===== src/rtl/mfm_pkg.sv =====
package mfm_pkg;
  localparam int unsigned NCH = 3;
  localparam int unsigned CH_OCP = 0;
  localparam int unsigned CH_TSD = 1;
  localparam int unsigned CH_OVP = 2;
  localparam logic [1:0] REGMODE_CBC = 2'b01;

  typedef struct packed {
    logic latched;
    logic pending;
  } chan_st_t;
endpackage


===== src/rtl/mfm_retry_timer.sv =====
module mfm_retry_timer #(
  parameter int unsigned RETRY_CYC = 16
) (
  input  logic clk,
  input  logic rst_n,
  input  logic arm,
  output logic done
);
  localparam int unsigned CW = $clog2(RETRY_CYC + 1);
  localparam logic [CW-1:0] LOAD = CW'(RETRY_CYC - 1);

  logic [CW-1:0] cnt_q, cnt_d;

  always_comb begin
    cnt_d = cnt_q;
    if (arm)                cnt_d = LOAD;
    else if (cnt_q != '0)   cnt_d = cnt_q - CW'(1);
  end

  always_ff @(posedge clk or negedge rst_n) begin
    if (!rst_n) cnt_q <= '0;
    else        cnt_q <= cnt_d;
  end

  assign done = (cnt_q == '0);


  count_down_chk: assert property (@(posedge clk) disable iff (!rst_n)
    (cnt_q != '0 && !arm) |=> (cnt_q == $past(cnt_q) - CW'(1)));
endmodule


===== src/rtl/mfm_fault_chan.sv =====
module mfm_fault_chan
  import mfm_pkg::*;
(
  input  logic     clk,
  input  logic     rst_n,
  input  logic     evt,
  input  logic     retry_mode,
  input  logic     release_ok,
  input  logic     clr,
  output chan_st_t st
);
  chan_st_t st_q, st_d;

  always_comb begin
    st_d = st_q;
    if (evt) begin
      if (retry_mode) st_d.pending = 1'b1;
      else            st_d.latched = 1'b1;
    end else begin
      if (clr)                      st_d.latched = 1'b0;
      if (st_q.pending && release_ok) st_d.pending = 1'b0;
    end
  end

  always_ff @(posedge clk or negedge rst_n) begin
    if (!rst_n) st_q <= '0;
    else        st_q <= st_d;
  end

  assign st = st_q;


  latch_hold_chk: assert property (@(posedge clk) disable iff (!rst_n)
    (st_q.latched && !clr) |=> st_q.latched);

  evt_beats_clr_chk: assert property (@(posedge clk) disable iff (!rst_n)
    (evt && !retry_mode) |=> st_q.latched);
endmodule


===== src/rtl/mfm_report.sv =====
module mfm_report
  import mfm_pkg::*;
(
  input  logic       clk,
  input  logic       rst_n,
  input  logic       any_fault,
  input  logic       stall_evt,
  input  logic       stall_en,
  input  logic       stall_rep,
  input  logic       creg_act,
  input  logic       cbc_rep,
  input  logic [1:0] reg_mode,
  output logic       fault_n
);
  logic stall_q, stall_d, cbc_q, cbc_d;

  always_comb begin
    stall_d = stall_evt & stall_en & stall_rep;
    cbc_d   = creg_act & cbc_rep & (reg_mode == REGMODE_CBC);
  end

  always_ff @(posedge clk or negedge rst_n) begin
    if (!rst_n) begin
      stall_q <= 1'b0;
      cbc_q   <= 1'b0;
    end else begin
      stall_q <= stall_d;
      cbc_q   <= cbc_d;
    end
  end

  assign fault_n = ~(any_fault | stall_q | cbc_q);


  stall_rep_chk: assert property (@(posedge clk) disable iff (!rst_n)
    (stall_evt && stall_en && stall_rep) |=> !fault_n);

  cbc_rep_chk: assert property (@(posedge clk) disable iff (!rst_n)
    (creg_act && cbc_rep && reg_mode == REGMODE_CBC) |=> !fault_n);
endmodule


===== src/rtl/motor_fault_mgr.sv =====
module motor_fault_mgr
  import mfm_pkg::*;
#(
  parameter int unsigned RETRY_CYC = 16
) (
  input  logic       clk,
  input  logic       rst_n,
  input  logic       cfg_out_en,
  input  logic       cfg_ovp_en,
  input  logic       cfg_stall_en,
  input  logic       cfg_ocp_retry,
  input  logic       cfg_tsd_retry,
  input  logic       cfg_stall_rep,
  input  logic       cfg_cbc_rep,
  input  logic [1:0] cfg_reg_mode,
  input  logic       clr_wr,
  input  logic       ocp_evt,
  input  logic       tsd_evt,
  input  logic       tsd_cool,
  input  logic       ovp_evt,
  input  logic       stall_evt,
  input  logic       creg_act,
  output logic       clr_bit,
  output logic       bridge_en,
  output logic       fault_n
);
  logic           clr_q, clr_d;
  logic           tmr_done;
  logic [NCH-1:0] evt_v, mode_v, rel_v;
  chan_st_t       st_v [NCH];
  logic           any_fault;

  always_comb clr_d = clr_wr;

  always_ff @(posedge clk or negedge rst_n) begin
    if (!rst_n) clr_q <= 1'b0;
    else        clr_q <= clr_d;
  end
  assign clr_bit = clr_q;

  mfm_retry_timer #(.RETRY_CYC(RETRY_CYC)) u_tmr (
    .clk  (clk),
    .rst_n(rst_n),
    .arm  (ocp_evt),
    .done (tmr_done)
  );

  always_comb begin
    evt_v  = '0;
    mode_v = '0;
    rel_v  = '0;
    evt_v[CH_OCP]  = ocp_evt;
    mode_v[CH_OCP] = cfg_ocp_retry;
    rel_v[CH_OCP]  = tmr_done;
    evt_v[CH_TSD]  = tsd_evt;
    mode_v[CH_TSD] = cfg_tsd_retry;
    rel_v[CH_TSD]  = tsd_cool;
    evt_v[CH_OVP]  = ovp_evt & cfg_ovp_en;
    mode_v[CH_OVP] = 1'b1;
    rel_v[CH_OVP]  = 1'b1;
  end

  for (genvar g = 0; g < NCH; g++) begin : g_chan
    mfm_fault_chan u_chan (
      .clk       (clk),
      .rst_n     (rst_n),
      .evt       (evt_v[g]),
      .retry_mode(mode_v[g]),
      .release_ok(rel_v[g]),
      .clr       (clr_q),
      .st        (st_v[g])
    );
  end

  always_comb begin
    any_fault = 1'b0;
    for (int i = 0; i < NCH; i++) any_fault = any_fault | st_v[i].latched | st_v[i].pending;
  end

  assign bridge_en = cfg_out_en & ~any_fault;

  mfm_report u_rep (
    .clk      (clk),
    .rst_n    (rst_n),
    .any_fault(any_fault),
    .stall_evt(stall_evt),
    .stall_en (cfg_stall_en),
    .stall_rep(cfg_stall_rep),
    .creg_act (creg_act),
    .cbc_rep  (cfg_cbc_rep),
    .reg_mode (cfg_reg_mode),
    .fault_n  (fault_n)
  );


  clr_self_clear_chk: assert property (@(posedge clk) disable iff (!rst_n)
    (clr_bit && !clr_wr) |=> !clr_bit);

  ocp_blocks_bridge_chk: assert property (@(posedge clk) disable iff (!rst_n)
    ocp_evt |=> (!bridge_en && !fault_n));

  out_en_gate_chk: assert property (@(posedge clk) disable iff (!rst_n)
    !cfg_out_en |-> !bridge_en);
endmodule


===== config.mk =====
export PLATFORM = sky130hd
export DESIGN_NAME = motor_fault_mgr
export DESIGN_NICKNAME = d
export VERILOG_FILES = /design/src/rtl/mfm_pkg.sv /design/src/rtl/mfm_retry_timer.sv /design/src/rtl/mfm_fault_chan.sv /design/src/rtl/mfm_report.sv /design/src/rtl/motor_fault_mgr.sv
export SDC_FILE = /design/constraint.sdc
export NUM_CORES = 1
export LEC_CHECK = 0
export ABC_CLOCK_PERIOD_IN_PS = 2600
export BUFFER_PORTS_ARGS = -buffer_cell sky130_fd_sc_hd__buf_2
export CORE_MARGIN = 2
export CORE_UTILIZATION = 35
export CTS_CLUSTER_DIAMETER = 200
export DETAILED_ROUTE_END_ITERATION = 16
export HOLD_SLACK_MARGIN = 0.03
export PLACE_DENSITY = 0.65
export REMOVE_ABC_BUFFERS = 1
export SYNTH_ARGS = -nofsm -noshare
export SYNTH_HDL_FRONTEND = slang
export SYNTH_SLANG_ARGS = --single-unit

===== constraint.sdc =====
create_clock -name clk -period 2.6 [get_ports clk]
set_input_delay 0.39 -clock clk [delete_from_list [all_inputs] [get_ports clk]]
set_output_delay 0.39 -clock clk [all_outputs]
set_load 0.1 [all_outputs]

==> impl_results.md, run 1 <==
- Outcome: completed
- Post-Route WL: 1020 um
- Family with the most delay on the worst path: buffers and inverters
- Top cell type's share of synthesized area: approximately three fifths
- # clock sinks: 13
- Hold/Removal Path Class: primary input to flop
- Clock latency on the worst-skew pair: 0.27 ns
- Pin count of the biggest net entering global routing: 14
- 1st-iter DRT viols: 7
- DP HPWL: just under 800 um
- TritonCTS buffer count: 3
- I/O Buffers: 20
- Synth cell types: 19
- Proportion of layout cells with a drive suffix above 1: 32.5%
- WP data required: 2.21 ns
- Largest cells by area after synthesis: dfrtp_1 58%, inv_1 6.0%, a21oi_1 5.4%, nor4b_4 4.2%, o21ai_0 3.6%
- Crit-path slowest cell: buf_2
- Multi-input logic area: 201 sq um
- Rel. slew slack: 67.9%
- Vias in the first global route: between 400 and 500
- Filler Cell Count: 144
- Hold Startpoint: clr_wr
- Register area share after synthesis: 58.0%
- Critical Path AT: 1.53 ns
- Worst-margin pin slew: 0.484 ns
- GRT Util Overall: 12.0%
- Syn Area/Cell: 10.8 sq um
- Core Region: 0.00151 sq mm
- Placer Congestion: 0.712
- Initial Util: 37.2%
- Ant. Diodes: 0
- Crit share post-route: 73.9%
- Tmin final: 1.92 ns
- Mapped Area: between 500 and 600 sq um
- Fin nets: 97
- #FFs+latches synth: 13
- Reg2reg start: u_tmr.cnt_q[0]
- Skew final: 0.00558 ns
- Synthesis Warnings: 0
- RSZ-0062 raised after global routing: false
- Sum Neg Setup Slack: 0 ns
- Post-route ant nets: 0
- Clk slew on worst S/H paths: roughly 0.07 ns
- CTS tree: built
- Synth-to-layout area growth: 27.9%
- Global-route wire length before repair: 1700 um
- Initial antenna violation count: 0
- Worst Path Class, Setup: flop to output port
- Chip Width: 44.0 um
- Die area: 0.00194 sq mm
- Via density: 4.80
- FP Rows: 14
- PwrDens: roughly 540 mW/mm^2
- Crit. End Element: output port
- CP most frequent cell: nor3_1
- DIE HEIGHT: 44.0 um
- Vias: 446
- Max-Cap Viols: 0
- # IOs: 21
- Post-Synthesis Cells: 52
- DRC: 0
- Peak supply drop: 218 uV
- Lkg Pwr: around 0.36 nW
- Worst path cell trace: nor3_1, nand2_1, nor3_1, buf_2
- CTS Buffer Depth: 2
- Root buffer cell: clkbuf_4
- Final hold vios: 0
- Tot Pwr: between 0.3 and 0.4 mW
- CP Max Fanout: 3
- Final setup violation count: 0
- Max-slew violation count: 0
- FF+latch area: 325 sq um
- Slowest cell delay on critical path: 0.45 ns
- CP Buf/Inv Count: 1
- WL/cell: 11.0 um
- Worst Setup SP: g_chan[1].u_chan.st[0]
- Setup Buffers After CTS: 0
- PostCTS Resize Cnt: 0
- Worst setup SP type: flop
- Fmax: approximately 0.52 GHz
- Post-synth top area cell: dfrtp_1
- Grt ovf: 0
- Pre-antenna DRT Iters: 4
- FF-to-FF setup slack: 1.21 ns
- H-Tree Depth: 1
## where the power goes
group	internal, mW	switching [mW]	leakage (nW)
sequential	0.213	0.00790	0.148
combinational	0.0206	0.0241	0.194
clock	0.0593	0.0615	0.0150
total	0.293	0.0934	0.357
## layer usage
layer,GRT usage (%),wire length [um],vias up
met1,16.0,492,211
li1,-,-,228
met4,5.45,0,0
met3,3.67,29,0
met2,17.9,501,7
met5,0,0,-
## synth_stat cells
| cell type | count |
|---|---|
| or3_1 | 1 |
| a211oi_1 | 2 |
| nor2_1 | 3 |
| nand2_1 | 1 |
| and4b_1 | 1 |
| nor3_1 | 2 |
| o31ai_1 | 1 |
| inv_1 | 9 |
| ha_1 | 1 |
| a21oi_1 | 6 |
| dfrtp_1 | 13 |
| nand2b_1 | 1 |
| o21ai_0 | 4 |
| and2_1 | 1 |
| nor4b_4 | 1 |
| a211o_2 | 1 |
| xnor2_1 | 1 |
| and3_1 | 2 |
| nor3b_1 | 1 |
## layout by cell type (no fill, tap or decap), types with 2 or more instances in the layout
| master | synthesis | layout |
|---|---|---|
| a211oi_1 | 2 | 2 |
| o21ai_0 | 4 | 4 |
| nor3_1 | 2 | 2 |
| nor2_1 | 3 | 3 |
| dfrtp_1 | 13 | 13 |
| clkbuf_4 | 0 | 3 |
| a21oi_1 | 6 | 6 |
| and3_1 | 2 | 2 |
| buf_2 | 0 | 20 |
| inv_1 | 9 | 9 |
## state kept, by name, indices dropped and copies added (netlist names)
signal            cells
clr_bit               1
g_chan.u_chan.st      5
u_rep.cbc_q           1
u_rep.stall_q         1
u_tmr.cnt_q           5
## path summary, 6_finish.rpt
kind | end | cells past startpoint
max | fault_n | 4
min | clr_bit | 1
max reg2reg | u_tmr.cnt_q[0] | 5
min reg2reg | g_chan[1].u_chan.st[1] | 2
max in group asynchronous | g_chan[1].u_chan.st[1] | 2
min in group asynchronous | u_tmr.cnt_q[2] | 2
## final cells by class
| class | count | area share, % |
|---|---|---|
| clock buffers | 4 | 3.66 |
| inverters | 9 | 4.71 |
| well taps | 16 | 2.79 |
| flip-flops and latches | 13 | 45.4 |
| repair buffers | 21 | 15.4 |
| multi-input cells | 30 | 28.1 |
## through the flow
stage	worst slack [ns]	hold slack (ns)	std cells	utilization, %	cell area, sq um
floorplan	-0.461	0.0944	52	-	561
global placement	0.973	0.291	88	45.2	681
detailed placement	0.945	0.293	88	45.2	681
CTS	0.645	0.217	93	47.6	717
global route	0.568	0.212	93	47.6	717
finish	0.678	0.228	93	47.6	717
## cells by family after synthesis
kind of cell | Yosys count | share of synthesized area, %
AOI/OAI and AO/OA | 14 | 14.7
and+or+nand+nor | 14 | 17.4
DFF | 13 | 58.0
buffers and inverters | 9 | 6.03
xor gates and xnor gates | 1 | 1.56
adders and majority gates | 1 | 2.23
## what timing repair did
action,CTS,global route
hold endpoints to repair,13,0
hold buffers,1,0
setup endpoints to repair,0,0
No activity file was read; power rests on OpenSTA's default activity.
==> inputs of run 2 (changes only) <==
ABC_CLOCK_PERIOD_IN_PS = 1600   (was 2600)
PLACE_DENSITY = 0.67   (was 0.65)
clock period = 1.6 ns   (was 2.6 ns; I/O delays follow)
==> impl_results.md, run 2 (synthesis gave the netlist of run 1 again) <==
- Outcome: finished, violations left
- Failing checks: setup timing
- Root buffer cell: clkbuf_4
- Proportion of layout cells with a drive suffix above 1: 37.2%
- Sw frac: between 20% and 30%
- Power share of the combinational group: between 10 and 15%
- Post-route ant nets: 0
- GR Util met3: 3.67%
- Worst setup SP type: flop
- Initial Util: 37.2%
- Post-place instance area: 711 sq um
- FF+latch area: 325 sq um
- CP Max Fanout: 2
- Peak supply drop: ~340 uV
- Path depth of the worst reg2reg path: 5
- CTS Buffer Depth: 2
- Share of total power in sequential cells: 56.8%
- WL/cell: 11.4 um
- # IOs: 21
- Via density: roughly 4.9
- GR Layer Usage met2: 20.6%
- Max-Cap Viols: 0
- Worst Setup SP: g_chan[0].u_chan.st[1]
- Worst Path Class, Setup: flop to output port
- RSZ-0062 raised after global routing: true
- Pin count of the biggest net entering global routing: 14
- Commonest non-fill, non-tap cell in the layout: buf_2
- Clock latency on the worst-skew pair: 0.27 ns
- Synth-to-layout area growth: 38.4%
- 1st-iter DRT viols: 9
- Tot Pwr: 0.634 mW
- Chip Width: 44.0 um
- Final setup violation count: 1
- M1 GR Usage: 16.0%
- WP data required: around 1.4 ns
- Worst flop-to-flop path endpoint: u_tmr.cnt_q[0]
- GRT Util Overall: ~14%
- Rel. slew slack: 67.8%
- Worst-margin pin slew: roughly 0.49 ns
- Crit. End Element: output port
- TritonCTS buffer count: 3
- H-Tree Depth: 1
- I/O Buffers: 20
- Worst Slack Setup Final: -0.00786 ns
- Post-Route WL: between 1000 and 1500 um
- Filler Cell Count: 136
- Min Hold Slack: 0.0719 ns
- Lkg Pwr: 0.365 nW
- Clk slew on worst S/H paths: 0.08 ns
- Reg2reg start: u_tmr.cnt_q[0]
- Global-route wire length before repair: about 1800 um
- Skew final: 0.00114 ns
- Initial antenna violation count: 0
- CP Capture Point: fault_n
- GR peak layer: met2
- Fin nets: 98
- Hold/Removal Path Class: primary input to flop
- # clock sinks: 13
- FF-to-FF setup slack: 0.23 ns
- Vias in the first global route: 424
- CTS tree: built
- Crit share post-route: 100%
- Final hold vios: 0
- FP Rows: 14
- PwrDens: 817 mW/mm^2
- Fmax: approximately 0.62 GHz
- Pre-antenna DRT Iters: 4
- Max-slew violation count: 0
- Commonest non-fill, non-tap cells in the layout: 18 x buf_2, 13 x dfrtp_1, 9 x inv_1
- Multi-input logic area: approximately 220 sq um
- Grt ovf: 0
- Core Region: 0.00151 sq mm
- Die area: 0.00194 sq mm
- Ant. Diodes: 0
- DIE HEIGHT: 44.0 um
- Vias: 462
- Placer Congestion: roughly 0.70
- Clock share of power: a little under a third
- DRC: 0
- Power Internal: 0.479 mW
- Net Sw Power: 0.155 mW
- Design Area, Final: 776 sq um
- Critical Path AT: 1.37 ns
- Tmin final: 1.61 ns
run 2: final cells by class:
cell class,count,area share (%)
multi-input cells,30,28.7
repair buffers,22,19.0
flip-flops and latches,13,41.9
inverters,9,4.35
well taps,16,2.58
clock buffers,4,3.39
run 2: metal layers:
layer  wire, um  vias to the layer above
met5          0                        -
met4         11                        0
met3         31                        2
met2        585                        7
met1        444                      219
li1           -                      234
run 2: metrics by stage:
| stage | util [%] | std cells | worst slack [ns] | setup TNS, ns |
|---|---|---|---|---|
| 3_3_place_gp | 47.2 | 88 | 0.171 | 0 |
| 2_1_floorplan | - | 52 | -1.31 | -1.34 |
| 5_1_grt | 51.5 | 94 | -0.110 | -0.110 |
| 6_report | 51.5 | 94 | -0.00786 | -0.00786 |
| 4_1_cts | 50.7 | 94 | -0.0367 | -0.0367 |
| 3_5_place_dp | 47.2 | 88 | 0.145 | 0 |
run 2: worst min-delay path by stage:
stage	from	to	cells past startpoint
finish	clr_wr	clr_bit	1
CTS	clr_wr	clr_bit	1
global route	clr_wr	clr_bit	1
global placement	rst_n	u_tmr.cnt_q[2]	1
floorplan	rst_n	clr_bit	0
detailed placement	rst_n	u_tmr.cnt_q[1]	1
run 2: critical path, cell delays in order (launching register included):
cell     delay [ns]
dfrtp_1        0.39
nor3_2         0.21
nand2_1        0.12
nor3_4         0.18
buf_12         0.20
run 2: what timing repair did:
action / in CTS / in global routing
endpoints found under the hold margin: 13 / 0
resized for setup: 2 / 2
setup buffers: 1 / 0
setup endpoints to repair: 1 / 2
pin swaps: 3 / 1
hold buffers: 1 / 0
run 2: power groups by stage:
stage | clock [mW] | sequential (mW) | combinational [mW]
detailed placement | 0 | 0.365 | 0.0724
floorplan | 0 | 0.372 | 0.0284
global route | 0.232 | 0.363 | 0.0901
finish | 0.196 | 0.360 | 0.0777
global placement | 0 | 0.364 | 0.0707
CTS | 0.206 | 0.359 | 0.0787
